**config.mk**
```make
export PLATFORM = sky130hd
export DESIGN_NAME = regout_shift_queue
export DESIGN_NICKNAME = d
export VERILOG_FILES = /design/src/rtl/qsr_pkg.sv /design/src/rtl/qsr_ctrl.sv /design/src/rtl/qsr_store.sv /design/src/rtl/qsr_outreg.sv /design/src/rtl/regout_shift_queue.sv
export SDC_FILE = /design/constraint.sdc
export NUM_CORES = 1
export LEC_CHECK = 0
export ABC_AREA = 1
export BUFFER_PORTS_ARGS = -buffer_cell sky130_fd_sc_hd__buf_2
export CAP_MARGIN = 20
export CORE_ASPECT_RATIO = 0.7
export CORE_MARGIN = 4
export CORE_UTILIZATION = 50
export CTS_CLUSTER_DIAMETER = 50
export CTS_CLUSTER_SIZE = 8
export DETAILED_ROUTE_END_ITERATION = 8
export PLACE_DENSITY = 0.68
export SYNTH_ARGS = -nofsm -noshare
export SYNTH_HDL_FRONTEND = slang
export SYNTH_SLANG_ARGS = --single-unit
```
**constraint.sdc**
```tcl
create_clock -name clk -period 9.5 [get_ports clk]
set_input_delay 1.425 -clock clk [delete_from_list [all_inputs] [get_ports clk]]
set_output_delay 1.425 -clock clk [all_outputs]
set_load 0.05 [all_outputs]
```
**src/rtl/qsr_pkg.sv**
```systemverilog
package qsr_pkg;

  typedef enum logic [1:0] {
    QS_EMPTY = 2'd0,
    QS_ONE   = 2'd1,
    QS_MORE  = 2'd2
  } qs_state_e;

  // Address width for a shift register holding depth-1 words (at least 1 bit).
  function automatic int unsigned slot_addr_bits(input int unsigned depth);
    return (depth > 2) ? $clog2(depth - 1) : 1;
  endfunction

  // True when one more push from shift-register address 'a' fills the queue.
  function automatic logic push_fills(input int unsigned a, input int unsigned depth);
    return (depth > 2) && (a == depth - 3);
  endfunction

  // True when entering the shift register (address 0) already fills the queue.
  function automatic logic first_push_fills(input int unsigned depth);
    return depth == 2;
  endfunction

endpackage

```
**src/rtl/qsr_ctrl.sv**
```systemverilog
module qsr_ctrl
  import qsr_pkg::*;
#(
  parameter int unsigned DEPTH = 8,
  localparam int unsigned AW   = slot_addr_bits(DEPTH)
) (
  input  logic          clk,
  input  logic          rst_n,
  input  logic          up_valid,
  input  logic          dn_stall,
  output qs_state_e     state,
  output logic [AW-1:0] addr,
  output logic          valid_q,
  output logic          full_q,
  output logic          take,
  output logic          give
);

  qs_state_e     state_n;
  logic [AW-1:0] addr_n;
  logic          full_n;

  assign take = up_valid && !full_q;
  assign give = valid_q && !dn_stall;

  always_comb begin
    state_n = state;
    addr_n  = addr;
    full_n  = full_q;
    unique case (state)
      QS_EMPTY: begin
        full_n = 1'b0;
        if (take) state_n = QS_ONE;
      end
      QS_ONE: begin
        full_n = 1'b0;
        if (take && !give) begin
          state_n = QS_MORE;
          addr_n  = '0;
          full_n  = first_push_fills(DEPTH);
        end else if (!take && give) begin
          state_n = QS_EMPTY;
        end
      end
      QS_MORE: begin
        if (take && !give) begin
          addr_n = addr + AW'(1);
          full_n = push_fills(int'(addr), DEPTH);
        end else if (!take && give) begin
          full_n = 1'b0;
          if (addr == '0) state_n = QS_ONE;
          else            addr_n  = addr - AW'(1);
        end
      end
      default: begin
        state_n = QS_EMPTY;
        addr_n  = '0;
        full_n  = 1'b0;
      end
    endcase
  end

  always_ff @(posedge clk or negedge rst_n) begin
    if (!rst_n) begin
      state   <= QS_EMPTY;
      addr    <= '0;
      valid_q <= 1'b0;
      full_q  <= 1'b0;
    end else begin
      state   <= state_n;
      addr    <= addr_n;
      valid_q <= (state_n != QS_EMPTY);
      full_q  <= full_n;
    end
  end

  // the per-transition full flag agrees with the address counter
  a_r6_full_at_top: assert property (@(posedge clk) disable iff (!rst_n)
    full_q |-> (state == QS_MORE && addr == AW'(DEPTH - 2)));
  a_r6_top_is_full: assert property (@(posedge clk) disable iff (!rst_n)
    (state == QS_MORE && addr == AW'(DEPTH - 2)) |-> full_q);
  // registered valid tracks the controller state
  a_r5_valid_state: assert property (@(posedge clk) disable iff (!rst_n)
    valid_q == (state != QS_EMPTY));
  // single word handed out with nothing arriving empties the queue
  a_r10_one_drains: assert property (@(posedge clk) disable iff (!rst_n)
    (state == QS_ONE && give && !take) |=> (state == QS_EMPTY && !valid_q));
  // a full queue that is not drained keeps its address
  a_r7_full_idle: assert property (@(posedge clk) disable iff (!rst_n)
    (full_q && !give) |=> (full_q && $stable(addr)));

endmodule

```
**src/rtl/qsr_store.sv**
```systemverilog
module qsr_store #(
  parameter int unsigned WIDTH = 16,
  parameter int unsigned SLOTS = 7,
  parameter int unsigned AW    = 3
) (
  input  logic             clk,
  input  logic             push,
  input  logic [WIDTH-1:0] wr_data,
  input  logic [AW-1:0]    rd_addr,
  output logic [WIDTH-1:0] rd_data
);

  logic [WIDTH-1:0] slot [SLOTS];

  always_ff @(posedge clk) begin
    if (push) begin
      for (int i = SLOTS - 1; i > 0; i--) slot[i] <= slot[i-1];
      slot[0] <= wr_data;
    end
  end

  assign rd_data = slot[rd_addr];

endmodule

```
**src/rtl/qsr_outreg.sv**
```systemverilog
module qsr_outreg #(
  parameter int unsigned WIDTH = 16
) (
  input  logic             clk,
  input  logic             load_direct,
  input  logic             load_slot,
  input  logic [WIDTH-1:0] direct_data,
  input  logic [WIDTH-1:0] slot_data,
  output logic [WIDTH-1:0] q
);

  always_ff @(posedge clk) begin
    if (load_direct)    q <= direct_data;
    else if (load_slot) q <= slot_data;
  end

endmodule

```
**src/rtl/regout_shift_queue.sv**
```systemverilog
module regout_shift_queue
  import qsr_pkg::*;
#(
  parameter int unsigned DEPTH = 8,
  parameter int unsigned WIDTH = 16
) (
  input  logic             clk,
  input  logic             rst_n,
  input  logic [WIDTH-1:0] up_data,
  input  logic             up_valid,
  output logic             up_stall,
  output logic [WIDTH-1:0] dn_data,
  output logic             dn_valid,
  input  logic             dn_stall
);

  localparam int unsigned AW    = slot_addr_bits(DEPTH);
  localparam int unsigned SLOTS = DEPTH - 1;

  qs_state_e        st;
  logic [AW-1:0]    addr;
  logic             take, give;
  logic             ld_direct, ld_slot, push;
  logic [WIDTH-1:0] slot_rd;

  qsr_ctrl #(.DEPTH(DEPTH)) u_ctrl (
    .clk      (clk),
    .rst_n    (rst_n),
    .up_valid (up_valid),
    .dn_stall (dn_stall),
    .state    (st),
    .addr     (addr),
    .valid_q  (dn_valid),
    .full_q   (up_stall),
    .take     (take),
    .give     (give)
  );

  // Bypass into the output register when nothing older is waiting behind it.
  assign ld_direct = take && (st == QS_EMPTY || (st == QS_ONE && give));
  assign ld_slot   = give && (st == QS_MORE);
  assign push      = take && !ld_direct;

  qsr_store #(.WIDTH(WIDTH), .SLOTS(SLOTS), .AW(AW)) u_store (
    .clk     (clk),
    .push    (push),
    .wr_data (up_data),
    .rd_addr (addr),
    .rd_data (slot_rd)
  );

  qsr_outreg #(.WIDTH(WIDTH)) u_out (
    .clk         (clk),
    .load_direct (ld_direct),
    .load_slot   (ld_slot),
    .direct_data (up_data),
    .slot_data   (slot_rd),
    .q           (dn_data)
  );

  // bypassed word shows up one cycle later
  a_r3_bypass: assert property (@(posedge clk) disable iff (!rst_n)
    ld_direct |=> (dn_valid && dn_data == $past(up_data)));
  // stalled output holds
  a_r9_hold: assert property (@(posedge clk) disable iff (!rst_n)
    (dn_valid && dn_stall) |=> (dn_valid && $stable(dn_data)));
  // nothing is stored while stalled
  a_r2_no_store_stalled: assert property (@(posedge clk) disable iff (!rst_n)
    up_stall |-> (!push && !ld_direct));
  // only one source loads the output register
  a_r4_single_load: assert property (@(posedge clk) disable iff (!rst_n)
    !(ld_direct && ld_slot));

endmodule

```
### Word level (Yosys, flattened, before mapping)

Memory sizes are Yosys's and may differ from the RTL's.
Index checks and enable logic that the tools add are counted.

* word-level logic and storage cells: 53
* output and inout bits: 18
* memories kept: 1
* input bits: 20
* flip-flop bits (word level): 23
* RAM bits: 112

Memory list
* u_store.slot: depth 7, width 16, rd ports 7, clocked after Yosys merged registers in 0, wr ports 7, RTL line qsr_store.sv:13 `logic [WIDTH-1:0] slot [SLOTS];`

* reductions and logical operators: 19
* equal/unequal tests: 6
* add/subtract/negate cells: 2
* muxes and demuxes: 19
* bitwise logic cells: 1

Operator list (count)
* $mux W16: 2
* $mux W2: 6
* $mux W3: 4
* $pmux W3 S3: 1
* $logic_and A1 B1 Y1: 8
* $pmux W2 S3: 1
* $logic_not A1 Y1: 5
* $mux W1: 5
* $reduce_and A4 Y1: 1
* $reduce_bool A2 Y1: 2
* $add A3 B1 Y3 const B: 1
* $eq A3 B3 Y1 const B: 1
* $logic_not A3 Y1: 1
* $ne A3 B1 Y1 const B: 1
* $ne A3 B2 Y1 const B: 1
* $sub A3 B1 Y3 const B: 1
* $eq A2 B1 Y1 const B: 1
* $eq A2 B2 Y1 const B: 1
* $logic_not A2 Y1: 1
* $ne A2 B1 Y1 const B: 1
* $logic_or A1 B1 Y1: 1
* $not A1 Y1: 1

### Logic depth before layout (Yosys ltp)

* word-level depth: 9
* depth in mapped cells: 9
* gate-level depth less buffers: 9

### Hierarchy

A second synthesis with hierarchy kept.

* cell total of the unflattened synthesis: 564
* area, all modules: 5936.9 um2

Modules (own cells, without submodules)
* qsr_store: times used 1, cells each 424, area each 4698.3 um2, seq. area each 3363.2 um2
* qsr_outreg: times used 1, cells each 69, area each 730.7 um2, seq. area each 480.5 um2
* qsr_ctrl: times used 1, cells each 63, area each 475.5 um2, seq. area each 175.2 um2
* regout_shift_queue: times used 1, cells each 8, area each 32.5 um2, seq. area each 0.0 um2

### Worst setup path after synthesis

OpenSTA, ideal clock, no wires.

* path kind: input-to-reg
* from: in dn_stall
* to: mem u_store.slot[0][0], enable pin
* setup slack: 1.858 ns
* data arrival time: 7.021 ns
* setup time: 0.621 ns
* stages: 4
* cell sequence: inv_1 -> nand2_2 -> nand2_1 -> a21oi_1

RTL lines
* start, declared: RTL line regout_shift_queue.sv:14 `input logic dn_stall`
* end, declared: RTL line qsr_store.sv:13

==> impl_metrics.json <==
{
  "gr-total-overflow": 0,
  "reg2reg_slack_ns": 7.01,
  "io_pins": 38,
  "async_flop_share": 0.0519,
  "synth_simple_gate_area_frac": 0.184,
  "clk_pin_slew_worst_paths_ns": 0.05,
  "grt_pass1_vias": 3487,
  "yosysTopAreaCell": "edfxtp_1",
  "criticalPathCategory": "primary input to register",
  "synth_top_family_by_area": "simple AND/OR/NAND/NOR gates",
  "num_rows": 31,
  "antenna_cells": 0,
  "post_dp_cell_area_mm2": 0.00578,
  "pre_cts_ws_ns": 5.89,
  "insertion_delay_ns": 0.41,
  "cts_buffers": 17,
  "tritoncts": "yes",
  "synth_ff_type": "edfxtp_1",
  "synth_top_cells_by_count": "edfxtp_1 (128), nand2_1 (120), nand3_1 (70)",
  "grtUsageTotal": 0.180,
  "cts_root_buf": "clkbuf_16",
  "fmax_mhz": 312,
  "irDropWorstVdd_mv": 0.205,
  "cts_buffer_depth": 2,
  "syn_to_final_growth_pct": 16.7,
  "synth_xor_area_frac": 0,
  "layout_min_cycle_time_ns": 3.20,
  "syn_inst": 442,
  "crit_end": "u_store.slot[5][14]",
  "hold-worst-slack_ns": 0.442,
  "holdCritPathClass": "register to register",
  "timing.setup.tns_ns": 0,
  "h-tree-depth": 4,
  "dp_hpwl_mm": 6.24,
  "drc": 0,
  "io_buffers": 37,
  "yosysSeqAreaShare": 0.730,
  "dieArea_mm2": 0.0128,
  "yosysMostFrequentCell": "edfxtp_1",
  "synth.area.top_cells": "edfxtp_1 (70%), nand2_1 (8.2%), nand3_1 (6.4%)",
  "rr_endpoint": "u_store.slot[5][14]",
  "synth_mux_area_frac": 0,
  "dp_cells": 614,
  "fp.dieW_um": 133,
  "detail-route-antenna-nets": 0,
  "synth_cell_types": 23,
  "holdBufCountCts": 0,
  "rr_worst_depth": 5,
  "postLayoutCoreUtil": 0.609,
  "via_count": 3402,
  "synth_top_area_frac": 0.699,
  "r2r-start": "u_ctrl.valid_q",
  "post-cts-setup-buffers": 0,
  "synth_adder_area_share": 0.00364,
  "worst_ep_required_time_ns": 9.53,
  "start_kind": "primary input",
  "cap_violations": 0,
  "status": "finished, final reports clean",
  "ys_warn_count": 0,
  "grt_max_degree": 74,
  "rsz0062_at_grt": "no",
  "synth_edf_count": 128,
  "drtIter0Drc": 220,
  "period_share": 0.337,
  "vias_per_cell": 5.27,
  "critPathLaunch": "dn_stall",
  "setup_slack_ns": 6.30,
  "fin_skew_ns": 0.00731,
  "slew_headroom": 0.376,
  "post_cts_resize_count": 0,
  "drt-total-wl_mm": 10.8,
  "syn_area_per_cell_um2": 12.4,
  "power.total_mw": 2.40,
  "ys_seq_elements": 135,
  "start_util": 0.521,
  "final_area_mm2": 0.00642,
  "arrival_ns": 3.24,
  "cts.sinks": 135,
  "final-hold-violation-count": 0,
  "maxSlewViolCount": 0,
  "wire_per_inst_um": 16.7,
  "hold_start": "u_store.slot[2][14]",
  "die_y_um": 95.8,
  "drive_gt1_frac": 0.175,
  "place.gp.congestion": 0.848,
  "firstDrtPassIters": 5,
  "crit_path_max_fanout": 73,
  "grt_first_pass_wirelength_mm": 17.5,
  "finalSetupViolations": 0,
  "p_per_area_mw_per_mm2": 374,
  "syn-num-nets": 463,
  "synth_compound_area_frac": 0.0357,
  "nNetsFinal": 506,
  "synth_area_mm2": 0.00550,
  "core_area_mm2": 0.0106,
  "tightest_slew_ns": 0.936,
  "instances_no_fill": 646,
  "p_leak_nw": 2.44,
  "crit_path_end_kind": "register",
  "antenna_found_initial": 0
}
-- per-layer routing --
metal  track usage  share of wire  vias to the layer above
met5             0              0                        -
met2         0.298           0.48                      106
met1         0.232           0.45                     1647
li1              -              -                     1629
met4        0.0762          0.020                        0
met3        0.0460          0.049                       20
-- flip-flops by register name (all words and copies together), names as in the netlist --
register        cells
u_ctrl.state        2
u_out.q            16
u_ctrl.full_q       1
u_ctrl.addr         3
u_store.slot      112
u_ctrl.valid_q      1
-- logic make-up (layout without fill, tap and decap cells) --
kind of cell	Yosys count	count (layout)
buf+inv	48	104
simple gates	220	220
flops	135	135
compound gates	38	38
fa+ha+maj	1	1
-- worst min-delay path by stage --
stage / to / slack [ns] / cells after the start
4_1_cts: u_store.slot[3][4] / 0.44 / 0
6_report: u_store.slot[3][14] / 0.44 / 0
3_3_place_gp: u_store.slot[3][0] / 0.42 / 0
5_1_grt: u_store.slot[3][4] / 0.44 / 0
2_1_floorplan: u_store.slot[3][0] / 0.42 / 0
3_5_place_dp: u_store.slot[3][9] / 0.43 / 0
-- worst max-delay path: stages --
cell and delay (ns):
buf_2 0.09, inv_1 0.04, nand2_2 0.08, nand2_1 0.14, a21oi_4 0.15, buf_4 0.43, buf_4 0.82
-- cell usage in the layout (no fill, tap or decap) --
cell	netlist	layout
a21oi_1	34	33
a21oi_4	0	1
buf_2	9	37
buf_4	2	6
bufinv_16	0	5
clkbuf_1	0	1
clkbuf_16	0	17
clkinv_1	0	2
clkinv_2	0	2
clkinv_4	0	1
clkinvlp_4	0	4
dfrtp_1	7	7
edfxtp_1	128	128
fa_1	1	1
inv_1	26	26
inv_2	3	3
nand2_1	120	120
nand2_2	2	2
nand3_1	70	70
nand3_4	1	1
nor2_1	7	7
nor2_4	1	1
nor2_8	2	2
nor3_1	1	1
o21a_1	1	1
o21ai_0	2	1
o21ai_1	0	1
o21ai_2	1	1
or2_0	12	12
or2_2	4	4
-- cell type report --
type	instances	area, um^2
clock buffers	18	429
clock inverters	14	206
fillers	863	4130
inverters	29	109
multi-input cells	259	1240
flip-flops and latches	135	4020
well taps	148	185
repair buffers	43	230
-- power breakdown --
part / switching (mW) / leakage [nW] / internal, mW
registers: 0.0643 / 1.29 / 0.900
logic: 0.547 / 0.855 / 0.183
clock network: 0.241 / 0.297 / 0.462
Note: power is estimated with default switching activity, not from simulation.
